File: src/rtl/charlcd_pkg.sv
package charlcd_pkg;

  typedef enum logic [3:0] {
    ST_RST1, ST_RST2, ST_RST3, ST_FUNC, ST_DISP, ST_CLR, ST_ENTRY,
    ST_LINE1, ST_JUMP2, ST_LINE2, ST_HOME, ST_DROP
  } step_t;

  localparam logic [7:0] CMD_FUNC  = 8'h38;
  localparam logic [7:0] CMD_DISP  = 8'h0C;
  localparam logic [7:0] CMD_CLEAR = 8'h01;
  localparam logic [7:0] CMD_ENTRY = 8'h06;
  localparam logic [7:0] CMD_ROW2  = 8'hC0;
  localparam logic [7:0] CMD_ROW1  = 8'h80;

  // character for position idx on row 1 (second=0) or row 2 (second=1)
  function automatic logic [7:0] glyph_of(input logic second, input int unsigned idx);
    logic [7:0] g;
    if (second) g = 8'h30 + 8'(idx % 10);
    else        g = 8'h41 + 8'(idx % 26);
    return g;
  endfunction

endpackage

File: src/rtl/charlcd_rstsync.sv
module charlcd_rstsync (
  input  logic clk,
  input  logic rst_n,
  output logic rst_s
);
  logic meta;

  always_ff @(posedge clk or negedge rst_n) begin
    if (!rst_n) begin
      meta  <= 1'b0;
      rst_s <= 1'b0;
    end else begin
      meta  <= 1'b1;
      rst_s <= meta;
    end
  end
endmodule

File: src/rtl/charlcd_tick.sv
module charlcd_tick #(
  parameter int unsigned LIMIT = 62500,
  parameter int unsigned CNT_W = 16
) (
  input  logic clk,
  input  logic rst_n,
  output logic tick
);
  localparam logic [CNT_W-1:0] LIM = CNT_W'(LIMIT);

  logic [CNT_W-1:0] cnt_q, cnt_d;
  logic             tick_d;

  always_comb begin
    if (cnt_q <= LIM) begin
      cnt_d  = cnt_q + 1'b1;
      tick_d = 1'b0;
    end else begin
      cnt_d  = '0;
      tick_d = 1'b1;
    end
  end

  always_ff @(posedge clk or negedge rst_n) begin
    if (!rst_n) begin
      cnt_q <= '0;
      tick  <= 1'b0;
    end else begin
      cnt_q <= cnt_d;
      tick  <= tick_d;
    end
  end
endmodule

File: src/rtl/charlcd_glyph.sv
module charlcd_glyph #(
  parameter int unsigned IDX_W = 4
) (
  input  logic             row2,
  input  logic [IDX_W-1:0] idx,
  output logic [7:0]       code
);
  import charlcd_pkg::*;

  always_comb code = glyph_of(row2, int'(idx));
endmodule

File: src/rtl/charlcd_fsm.sv
module charlcd_fsm #(
  parameter int unsigned LINE_LEN = 16,
  parameter int unsigned IDX_W    = 4
) (
  input  logic             clk,
  input  logic             rst_n,
  input  logic             step,
  input  logic [7:0]       glyph,
  output logic             row2,
  output logic [IDX_W-1:0] idx,
  output logic [7:0]       data,
  output logic             e,
  output logic             rs
);
  import charlcd_pkg::*;

  localparam logic [IDX_W-1:0] LAST = IDX_W'(LINE_LEN - 1);

  step_t            st_q, st_d, ret_q, ret_d;
  logic [IDX_W-1:0] idx_d;
  logic [7:0]       data_d;
  logic             e_d, rs_d;

  assign row2 = (st_q == ST_LINE2);

  always_comb begin
    st_d   = st_q;
    ret_d  = ret_q;
    idx_d  = idx;
    data_d = data;
    e_d    = e;
    rs_d   = rs;
    if (step) begin
      // byte states raise the strobe and go to ST_DROP; ST_DROP follows ret_q
      case (st_q)
        ST_RST1, ST_DROP: begin
          e_d  = 1'b0;
          st_d = ret_q;
        end
        ST_RST2: begin
          data_d = CMD_FUNC; rs_d = 1'b0; e_d = 1'b1;
          ret_d  = ST_RST3;  st_d = ST_DROP;
        end
        ST_RST3: begin
          data_d = CMD_FUNC; rs_d = 1'b0; e_d = 1'b1;
          ret_d  = ST_FUNC;  st_d = ST_DROP;
        end
        ST_FUNC: begin
          data_d = CMD_FUNC; rs_d = 1'b0; e_d = 1'b1;
          ret_d  = ST_DISP;  st_d = ST_DROP;
        end
        ST_DISP: begin
          data_d = CMD_DISP; rs_d = 1'b0; e_d = 1'b1;
          ret_d  = ST_CLR;   st_d = ST_DROP;
        end
        ST_CLR: begin
          data_d = CMD_CLEAR; rs_d = 1'b0; e_d = 1'b1;
          ret_d  = ST_ENTRY;  st_d = ST_DROP;
        end
        ST_ENTRY: begin
          data_d = CMD_ENTRY; rs_d = 1'b0; e_d = 1'b1;
          ret_d  = ST_LINE1;  st_d = ST_DROP;
          idx_d  = '0;
        end
        ST_LINE1, ST_LINE2: begin
          data_d = glyph; rs_d = 1'b1; e_d = 1'b1;
          st_d   = ST_DROP;
          if (idx == LAST) begin
            idx_d = '0;
            ret_d = (st_q == ST_LINE1) ? ST_JUMP2 : ST_HOME;
          end else begin
            idx_d = idx + 1'b1;
            ret_d = st_q;
          end
        end
        ST_JUMP2: begin
          data_d = CMD_ROW2; rs_d = 1'b0; e_d = 1'b1;
          ret_d  = ST_LINE2; st_d = ST_DROP;
        end
        ST_HOME: begin
          data_d = CMD_ROW1; rs_d = 1'b0; e_d = 1'b1;
          ret_d  = ST_LINE1; st_d = ST_DROP;
        end
        default: begin
          st_d = ST_RST1;
        end
      endcase
    end
  end

  always_ff @(posedge clk or negedge rst_n) begin
    if (!rst_n) begin
      st_q  <= ST_RST1;
      ret_q <= ST_RST2;
      idx   <= '0;
      data  <= CMD_FUNC;
      e     <= 1'b1;
      rs    <= 1'b0;
    end else begin
      st_q  <= st_d;
      ret_q <= ret_d;
      idx   <= idx_d;
      data  <= data_d;
      e     <= e_d;
      rs    <= rs_d;
    end
  end
endmodule

File: src/rtl/charlcd_seq.sv
module charlcd_seq #(
  parameter int unsigned TICK_LIMIT = 62500,
  parameter int unsigned LINE_LEN   = 16
) (
  input  logic       clk,
  input  logic       rst_n,
  input  logic       pwr_sw,
  output logic       lcd_pwr,
  output logic [7:0] lcd_data,
  output logic       lcd_e,
  output logic       lcd_rs,
  output logic       lcd_rw
);
  localparam int unsigned CNT_W = $clog2(TICK_LIMIT + 2);
  localparam int unsigned IDX_W = (LINE_LEN > 1) ? $clog2(LINE_LEN) : 1;

  logic             rst_s;
  logic             tick;
  logic             row2;
  logic [IDX_W-1:0] idx;
  logic [7:0]       glyph;

  charlcd_rstsync u_rst (.clk(clk), .rst_n(rst_n), .rst_s(rst_s));

  charlcd_tick #(.LIMIT(TICK_LIMIT), .CNT_W(CNT_W)) u_tick (
    .clk(clk), .rst_n(rst_s), .tick(tick)
  );

  charlcd_glyph #(.IDX_W(IDX_W)) u_glyph (.row2(row2), .idx(idx), .code(glyph));

  charlcd_fsm #(.LINE_LEN(LINE_LEN), .IDX_W(IDX_W)) u_fsm (
    .clk(clk), .rst_n(rst_s), .step(tick), .glyph(glyph),
    .row2(row2), .idx(idx), .data(lcd_data), .e(lcd_e), .rs(lcd_rs)
  );

  always_ff @(posedge clk or negedge rst_s) begin
    if (!rst_s) lcd_pwr <= 1'b0;
    else        lcd_pwr <= pwr_sw;
  end

  assign lcd_rw = 1'b0;
endmodule

File: config.mk
export PLATFORM = sky130hd
export DESIGN_NAME = charlcd_seq
export DESIGN_NICKNAME = d
export VERILOG_FILES = /design/src/rtl/charlcd_pkg.sv /design/src/rtl/charlcd_rstsync.sv /design/src/rtl/charlcd_tick.sv /design/src/rtl/charlcd_glyph.sv /design/src/rtl/charlcd_fsm.sv /design/src/rtl/charlcd_seq.sv
export SDC_FILE = /design/constraint.sdc
export NUM_CORES = 1
export LEC_CHECK = 0
export BUFFER_PORTS_ARGS = -buffer_cell sky130_fd_sc_hd__buf_2
export CAP_MARGIN = 20
export CORE_UTILIZATION = 50
export CTS_CLUSTER_SIZE = 12
export DETAILED_ROUTE_END_ITERATION = 6
export PLACE_DENSITY = 0.77
export SLEW_MARGIN = 40
export SYNTH_ARGS = -nofsm -noshare
export SYNTH_HDL_FRONTEND = slang
export SYNTH_SLANG_ARGS = --single-unit
File: constraint.sdc
create_clock -name clk -period 3.8 [get_ports clk]
set_input_delay 0.38 -clock clk [delete_from_list [all_inputs] [get_ports clk]]
set_output_delay 0.38 -clock clk [all_outputs]
set_load 0.01 [all_outputs]
==> impl_metrics.py, run 1 <==
metrics = {
    "logic_synthesis": {
        "synth_warnings": 0,
        "synth_cell_types": 61,
        "synth_edf_count": 0,
        "yosys-top-cells-count": "37 x dfrtp_1, 19 x nand2_1, 15 x inv_1, 13 x a21oi_1, 13 x xnor2_1",
        "netlist_instances": 254,
        "ys_ff_latch": 42,
        "syn_nets": 266,
        "synth_area_per_cell_sq_um": 9.763,
        "ys.flop_type": "dfrtp_1",
        "synth.most_common_cell": "dfrtp_1",
        "synth_area_leader_cell": "dfrtp_1",
        "syn_area_sq_um": 2480,
        "synth_area_leaders": "dfrtp_1 37%, dfstp_2 5.3%, xnor2_1 4.6%",
        "synth_async_sr_flop_share_pct": 100.0,
        "synth_top_area_share_pct": 37.34,
        "yosysSeqAreaShare_pct": 42.63,
    },
    "sta": {
        "skew_ns": 0.003922,
        "period_minus_slack_ns": 1.927,
        "relSlewSlack_pct": 46.80,
        "final_hold_viol_count": 0,
        "setup_tns_ns": 0,
        "fmax_mhz": 518.9,
        "setup_ws_ns": 1.873,
        "slew_violations": 0,
        "rsz0062_at_grt": "false",
        "fin_crit_sh_pct": 50.72,
        "holdWs_ns": 0.1822,
        "tightestPinTransition_ns": 0.7980,
        "setup_viol": 0,
    },
    "worst_setup_path": {
        "endpoint_kind": "register",
        "worst_setup_path_start_kind": "register",
        "crit_fanout": 25,
        "arrival_ns": 2.12,
        "worstPathRequired_ns": 3.99,
        "critPathKind": "reg2reg",
    },
    "run": {
        "maxCapViolations": 0,
    },
    "hold_path": {
        "hp-class": "in2reg",
    },
    "floorplan": {
        "core_area_sq_um": 4755,
        "initial_core_util_pct": 52.16,
        "die_x_microns": 72.43,
        "ios": 15,
        "row_count": 25,
        "dieArea_sq_um": 5245,
        "fp.dieH_microns": 72.43,
    },
    "clock_tree": {
        "clkTransAtPathRegs_ns": 0.09,
        "ctsResizeCount": 0,
        "cts_tree": "built",
        "htreeDepth": 2,
        "clk_latency_ns": 0.30,
        "cts-root-buf": "clkbuf_8",
        "numCtsBuffers": 5,
        "ctsLongestPathBuffers": 2,
        "cts.sinks": 42,
    },
    "detailed_routing": {
        "ant_nets": 0,
        "wl_per_cell_microns": 14.49,
        "wl_microns": 4768,
        "drc": 0,
        "avgViaCountPerCell": 5.641,
        "initialDrtViolationCount": 185,
        "firstDrtPassIters": 4,
        "via_count": 1856,
    },
    "power_and_ir_drop": {
        "p_leak_nw": 1.149,
        "ir_drop_uv": 245.0,
        "powerDensity_nw_per_um2": 308.7,
    },
    "cells_and_area": {
        "final_nets": 273,
        "diodes": 0,
        "syn2layout_area_growth_pct": 7.820,
        "drive_gt1_share_pct": 19.08,
    },
    "outcome": {
        "outcome": "complete, no violations",
    },
    "placement": {
        "place_ws_ns": 1.894,
        "dpl.hpwl_microns": 3212,
        "portBuffers": 13,
        "place_congestion": 0.8059,
    },
    "global_route": {
        "grt.overflow.total": 0,
        "grt_max_degree": 27,
        "groute.usage.overall_pct": 20.87,
        "grt_pass1_vias": 1854,
        "grt_pass1_wl_microns": 8404,
        "grt_antenna_before_repair": 0,
    },
}
where the power goes:
| part | switching [W] | total (W) | leakage [nW] | internal, W |
|---|---|---|---|---|
| combinational | 0.00000664 | 0.00000904 | 0.546 | 0.00000240 |
| sequential | 0.00000307 | 0.000451 | 0.552 | 0.000448 |
| clock | 0.000169 | 0.000365 | 0.0504 | 0.000196 |
| total | 0.000179 | 0.000825 | 1.15 | 0.000646 |
layout make-up:
class	instances	area (sq um)
Fill cell	436	2081
Multi-Input combinational cell	182	1280
Sequential cell	42	1057
Tap cell	67	83.83
Timing Repair Buffer	15	82.58
Clock buffer	5	68.82
Inverter	15	56.30
Clock inverter	3	45.04
final timing paths:
kind                       slack (ns)           from  depth (start not counted)              to
setup / recovery                 1.87  u_fsm.st_q[2]                          3   u_fsm.data[7]
hold / removal                   0.18         pwr_sw                          1         lcd_pwr
setup reg to reg                 1.87  u_fsm.st_q[2]                          3   u_fsm.data[7]
hold reg to reg                  0.24    u_rst.rst_s                          0   u_fsm.data[0]
max in group asynchronous        2.76    u_rst.rst_s                          1  u_fsm.ret_q[0]
min in group asynchronous        0.24    u_rst.rst_s                          0   u_fsm.data[0]
worst max-delay path, stage by stage, from the launching register on:
cell,delay [ns]
dfrtp_1,0.78
nor2_1,0.14
a221o_1,0.58
a22o_1,0.31
metal layers:
| layer | GRT usage (%) | up-vias | part of all wire (%) |
|---|---|---|---|
| li1 | - | 918 | - |
| met1 | 26.68 | 901 | 46 |
| met2 | 35.41 | 31 | 50 |
| met3 | 3.750 | 6 | 2.6 |
| met4 | 7.625 | 0 | 1.3 |
| met5 | 0 | - | 0 |
layout by cell type, fill, tap and decap left out, drive strengths merged, types with 3 or more instances in the layout:
| cell type | Yosys | layout |
|---|---|---|
| inv | 15 | 15 |
| xnor2 | 13 | 13 |
| o21bai | 4 | 4 |
| a22o | 4 | 4 |
| nand2 | 20 | 20 |
| ha | 9 | 9 |
| nand3 | 9 | 9 |
| dfrtp | 37 | 37 |
| a32oi | 3 | 3 |
| o22ai | 3 | 3 |
| buf | 12 | 14 |
| dfstp | 5 | 5 |
| nor2b | 4 | 4 |
| o21ai | 11 | 11 |
| a21o | 3 | 3 |
| o31ai | 3 | 3 |
| clkbuf | 3 | 5 |
| nor3 | 22 | 22 |
| nand2b | 7 | 7 |
| a21oi | 15 | 15 |
| a31oi | 4 | 4 |
| nor4 | 5 | 5 |
| nor2 | 10 | 10 |
logic make-up (layout without fill, tap and decap cells):
| kind of cell | after synthesis | in the layout | synth area share [%] |
|---|---|---|---|
| muxes | 1 | 1 | 0.4036 |
| DFF | 42 | 42 | 42.63 |
| xor gates and xnor gates | 15 | 15 | 5.298 |
| buffers and inverters | 30 | 38 | 6.054 |
| and+or+nand+nor | 92 | 92 | 23.16 |
| adders and majority gates | 9 | 9 | 4.541 |
| AOI/OAI and AO/OA | 63 | 63 | 17.61 |
| other | 2 | 2 | 0.3028 |
stage by stage:
step                      cells  instance area [sq um]  total power [W]  utilization, %
after CTS                   329                   2674        0.0008349           56.24
after detailed placement    320                   2550        0.0004693           53.63
after global placement      320                   2542        0.0004690           53.47
after global routing        329                   2674        0.0008538           56.24
final                       329                   2674        0.0008254           56.24
after floorplan             254                   2480        0.0004649               -
sequential cells by signal (all words and copies together), names as in the netlist:
signal / count
lcd_pwr: 1
u_fsm.data: 8
u_fsm.e: 1
u_fsm.idx: 4
u_fsm.ret_q: 4
u_fsm.rs: 1
u_fsm.st_q: 4
u_rst.meta: 1
u_rst.rst_s: 1
u_tick.cnt_q: 16
u_tick.tick: 1
timing repair:
item / in CTS / in global routing
setup endpoints to repair: 0 / 0
hold endpoints to repair: 2 / 0
buffers inserted: 0 / 0
hold buffers: 1 / 0
No activity file was read; power rests on OpenSTA's default activity.
==> inputs of run 2 (changes only) <==
Clock period 3.8 ns to 1.8 ns, I/O delays scaled along.
==> run 2 against run 1 <==
Register-to-register slack worse by 1.8 ns. Maximum frequency up 15%. Combinational power rose to 3.1 times the previous value. Sequential share of layout area down 2.3 points. Cell count up 5.5%. Critical path type unchanged. Largest cell class unchanged.
==> impl_metrics.py, run 2 (synthesis results as in run 1) <==
metrics = {
    "outcome": {
        "outcome": "complete, no violations",
    },
    "power_and_ir_drop": {
        "power_frac_seq_pct": 49.9,
        "switching_share_pct": 20.41,
        "powerDensity_nw_per_um2": 667.9,
        "p_switching_w": 0.0003873,
        "p_clk_share_pct": 48.6,
        "p_int_w": 0.001511,
        "power_frac_comb_pct": 1.5,
        "power_w": 0.001898,
        "p_leak_nw": 1.262,
        "ir_drop_uv": 672.4,
    },
    "placement": {
        "dpl.hpwl_microns": 3541,
        "place_congestion": 0.8120,
        "portBuffers": 13,
    },
    "worst_setup_path": {
        "r2r_end": "u_tick.cnt_q[14]",
        "worst_setup_path_start_kind": "register",
        "crit_chain": "ha_1, nand2_1, nor4_1, xnor2_1, nor3_2",
        "worst-path-buf-inv": 0,
        "cpPeakStageDelay_ns": 0.47,
        "r2r_slack_ns": 0.12,
        "cp_num_cells": 5,
        "cp_top_family": "simple AND/OR/NAND/NOR gates",
        "endpoint_kind": "register",
        "crit_path_top_delay_cell": "nor4_1",
        "arrival_ns": 1.86,
        "rr_worst_depth": 5,
        "endpoint": "u_tick.cnt_q[14]",
        "startpoint": "u_tick.cnt_q[0]",
        "reg2reg_from": "u_tick.cnt_q[0]",
        "crit_fanout": 5,
        "worstPathRequired_ns": 1.98,
        "critPathKind": "reg2reg",
    },
    "detailed_routing": {
        "wl_per_cell_microns": 14.61,
        "drc": 0,
        "ant_nets": 0,
        "via_count": 1949,
        "firstDrtPassIters": 4,
        "initialDrtViolationCount": 144,
        "wl_microns": 5071,
        "avgViaCountPerCell": 5.617,
    },
    "sta": {
        "setup_tns_ns": 0,
        "skew_ns": 0.005445,
        "slew_violations": 0,
        "final_hold_viol_count": 0,
        "fin_crit_sh_pct": 93.31,
        "fmax_mhz": 595.4,
        "setup_viol": 0,
        "period_minus_slack_ns": 1.680,
        "rsz0062_at_grt": "false",
    },
    "floorplan": {
        "fp.dieH_microns": 72.43,
        "initial_core_util_pct": 52.16,
        "core_area_sq_um": 4755,
        "die_x_microns": 72.43,
        "row_count": 25,
        "ios": 15,
        "dieArea_sq_um": 5245,
    },
    "clock_tree": {
        "clkTransAtPathRegs_ns": 0.08,
        "ctsLongestPathBuffers": 2,
        "htreeDepth": 2,
        "cts_setup_buffers": 0,
        "cts_tree": "built",
        "numCtsBuffers": 5,
        "clk_latency_ns": 0.31,
        "cts.sinks": 42,
        "cts-root-buf": "clkbuf_8",
    },
    "cells_and_area": {
        "largest_register_ffs": 16,
        "drive_gt1_share_pct": 24.29,
        "final_cell_mix": "37 x dfrtp_1, 19 x nand2_1, 17 x buf_4, 15 x inv_1",
        "final_nets": 291,
        "regMostFlops": "u_tick.cnt_q",
        "layout_commonest_cell": "dfrtp_1",
        "diodes": 0,
        "syn2layout_area_growth_pct": 14.58,
        "largestRegisters": "u_tick.cnt_q (16), u_fsm.data (8)",
    },
    "global_route": {
        "grt_pass1_wl_microns": 8618,
        "grt.overflow.total": 0,
        "grtUsageMet3_pct": 3.750,
        "grt_antenna_before_repair": 0,
        "met2_usage_pct": 35.10,
        "grt_most_used_layer": "met2",
        "grtUsageMet1_pct": 27.68,
        "groute.usage.overall_pct": 21.66,
        "grt_pass1_vias": 1867,
        "grt_max_degree": 28,
    },
    "hold_path": {
        "hp-class": "in2async",
    },
    "run": {
        "maxCapViolations": 0,
    },
}
-- run 2: changes by cell type in the layout (fill, tap and decap cells not counted), sizes merged --
cell         change
clkinvlp         -2
buf             +17
dlygate4sd3      +1
clkinv           +1
bufinv           +1
-- run 2: power groups by stage --
stage	combinational [W]	clock [W]	sequential, W
global placement	0.0000261	0	0.000966
global route	0.0000338	0.000963	0.000948
CTS	0.0000294	0.000933	0.000948
floorplan	0.00000270	0	0.000979
finish	0.0000284	0.000922	0.000948
detailed placement	0.0000263	0	0.000966
-- run 2: worst min-delay path by stage --
stage	startpoint	to	slack [ns]	cells past startpoint
floorplan	rst_n	u_rst.meta	-0.12	0
global placement	rst_n	u_rst.meta	-0.03	1
detailed placement	rst_n	u_rst.meta	-0.03	1
CTS	rst_n	u_rst.meta	0.17	2
global route	rst_n	u_rst.meta	0.18	2
finish	rst_n	u_rst.meta	0.17	2
-- run 2: repair_timing --
action                                  CTS  global route
hold buffers                              2             0
hold endpoints to repair                  3             0
endpoints found under the setup margin    0             1
resized for setup                         0             1
-- run 2: routing by layer --
metal / vias up / wire length (microns)
met3: 11 / 131
met2: 36 / 2514
li1: 956 / -
met1: 946 / 2317
met4: 0 / 106
met5: - / 0
-- run 2: through the flow --
step / util (%) / hold WS (ns) / setup WS (ns) / cell area (sq um) / std cells
floorplan: - / -0.1156 / 0.2088 / 2480 / 254
global placement: 56.42 / -0.03150 / 0.1873 / 2683 / 337
detailed placement: 56.42 / -0.03249 / 0.1584 / 2683 / 337
CTS: 59.74 / 0.1712 / 0.1109 / 2840 / 347
global route: 59.76 / 0.1849 / 0.01788 / 2841 / 347
finish: 59.76 / 0.1720 / 0.1205 / 2841 / 347
-- run 2: cell type report --
class / count / area [sq um]
clock buffer: 5 / 68.82
clock inverter: 3 / 68.82
fill: 411 / 1913
inverter: 15 / 56.30
multi-input combinational: 182 / 1274
sequential: 42 / 1057
tap: 67 / 83.83
timing repair buffer: 33 / 232.7
==> inputs of run 3 (changes only) <==
Settings changed: HOLD_SLACK_MARGIN from default to 0.15.
Clock period 1.8 ns to 1.7 ns, I/O delays scaled along.
==> run 3 against run 2 <==
Sequential share of layout area increased by 0.41 points. Largest cell class unchanged. Cell count increased by 0.58%. Register-to-register slack got worse by 0.05 ns. Maximum frequency increased by 3.1%. Worst hold slack improved by 0.010 ns. Via count increased by 1.8%. First-iteration DRC count increased by 27%. Non-clock buffer count increased by 2. Utilization decreased by 0.58 points. Critical path depth increased by 3. Sequential power increased by 7%. Die area unchanged.
==> impl_metrics.py, run 3 (synthesis results as in run 1) <==
metrics = {
    "outcome": {
        "outcome": "complete, no violations",
    },
    "cells_and_area": {
        "drive_gt1_share_pct": 25.53,
        "regMostFlops": "u_tick.cnt_q",
        "final_nets": 293,
        "largestRegisters": "u_tick.cnt_q (16), u_fsm.data (8)",
        "largest_register_ffs": 16,
        "layout_commonest_cell": "dfrtp_1",
        "final_cell_mix": "36 x dfrtp_1, 19 x nand2_1, 19 x buf_4, 15 x inv_1",
        "diodes": 0,
        "syn2layout_area_growth_pct": 13.47,
        "stdcell_count": 349,
    },
    "sta": {
        "final_hold_viol_count": 0,
        "holdWs_ns": 0.1819,
        "rsz0062_at_grt": "true",
        "fin_crit_sh_pct": 95.80,
        "setup_viol": 0,
        "period_minus_slack_ns": 1.629,
        "skew_ns": 0.003595,
        "slew_violations": 0,
        "fmax_mhz": 614.0,
    },
    "worst_setup_path": {
        "crit_fanout": 4,
        "r2r_slack_ns": 0.07,
        "crit_top_cell": "inv_1",
        "crit_chain": "inv_1, ha_2, and4bb_2, inv_1, ha_1, nor2_1, o22ai_1, a22o_1",
        "crit_path_top_delay_cell": "dfrtp_1",
        "worstPathRequired_ns": 1.88,
        "endpoint_kind": "register",
        "cp_top_family": "flip-flops",
        "cpPeakStageDelay_ns": 0.41,
        "worst_setup_path_start_kind": "register",
        "critPathKind": "reg2reg",
        "arrival_ns": 1.81,
        "worst-path-buf-inv": 2,
    },
    "clock_tree": {
        "numCtsBuffers": 5,
        "cts-root-buf": "clkbuf_8",
        "htreeDepth": 2,
        "ctsLongestPathBuffers": 2,
        "clk_latency_ns": 0.29,
        "cts.sinks": 42,
        "cts_tree": "built",
        "clkTransAtPathRegs_ns": 0.08,
    },
    "placement": {
        "portBuffers": 13,
        "dpl.hpwl_microns": 3577,
        "place_congestion": 0.8616,
        "placedCellCount": 339,
    },
    "detailed_routing": {
        "drc": 0,
        "ant_nets": 0,
        "via_count": 1985,
        "wl_per_cell_microns": 14.12,
        "initialDrtViolationCount": 183,
        "avgViaCountPerCell": 5.688,
        "wl_microns": 4928,
        "firstDrtPassIters": 4,
    },
    "power_and_ir_drop": {
        "p_leak_nw": 1.252,
        "powerDensity_nw_per_um2": 592.6,
        "power_w": 0.001668,
        "ir_drop_uv": 613.8,
    },
    "floorplan": {
        "fp.dieH_microns": 72.43,
        "core_area_sq_um": 4755,
        "ios": 15,
        "initial_core_util_pct": 52.16,
        "row_count": 25,
        "dieArea_sq_um": 5245,
        "die_x_microns": 72.43,
    },
    "global_route": {
        "grt_antenna_before_repair": 0,
        "grt.overflow.total": 0,
        "grt_pass1_wl_microns": 8590,
        "grt_max_degree": 31,
        "grt_pass1_vias": 1883,
        "groute.usage.overall_pct": 21.15,
    },
    "run": {
        "maxCapViolations": 0,
    },
    "hold_path": {
        "hp-class": "in2async",
    },
}
run 3: path summary, 6_finish.rpt:
path                              start  cells past startpoint               to
max                        u_fsm.idx[0]                      8    u_fsm.data[6]
min                               rst_n                      2      u_rst.rst_s
max reg2reg                u_fsm.idx[0]                      8    u_fsm.data[6]
min reg2reg                 u_rst.rst_s                      0  u_tick.cnt_q[0]
max in group asynchronous   u_rst.rst_s                      1    u_fsm.data[5]
min in group clk             u_rst.meta                      0      u_rst.rst_s
run 3: timing repair:
item,CTS,global route
hold endpoints to repair,3,0
hold buffers,2,0
setup endpoints to repair,0,7
buffers inserted,0,0
resized for setup,0,5
run 3: layout make-up:
class,count,area [sq um]
fillers,426,1941
multi-input cells,182,1281
flip-flops and latches,42,1059
repair buffers,35,247.7
well taps,67,83.83
clock buffers,6,72.57
inverters,15,56.30
clock inverters,2,13.76
run 3: metrics by stage:
stage                     setup TNS, ns  area, sq um  util (%)  worst slack, ns
final                                 0         2814     59.18          0.07143
after global routing           -0.06489         2814     59.18         -0.05911
after CTS                             0         2804     58.97          0.06010
after detailed placement              0         2698     56.74          0.09005
after global placement                0         2698     56.74           0.1270
after floorplan                       0         2480         -           0.1088
run 3: routing by layer:
| layer | wire, microns | part of all wire [%] | GRT usage, % |
|---|---|---|---|
| met5 | 0 | 0 | 0 |
| met4 | 78 | 1.6 | 7.190 |
| met3 | 217 | 4.4 | 4.167 |
| met2 | 2508 | 51 | 36.66 |
| met1 | 2124 | 43 | 26.35 |
run 3: where the power goes:
group          switching (W)  leakage (nW)  internal, W  total [W]
clock network       0.000343        0.0452     0.000290   0.000633
logic              0.0000166         0.656   0.00000997  0.0000265
registers         0.00000566         0.550      0.00100    0.00101
total               0.000366          1.25      0.00130    0.00167
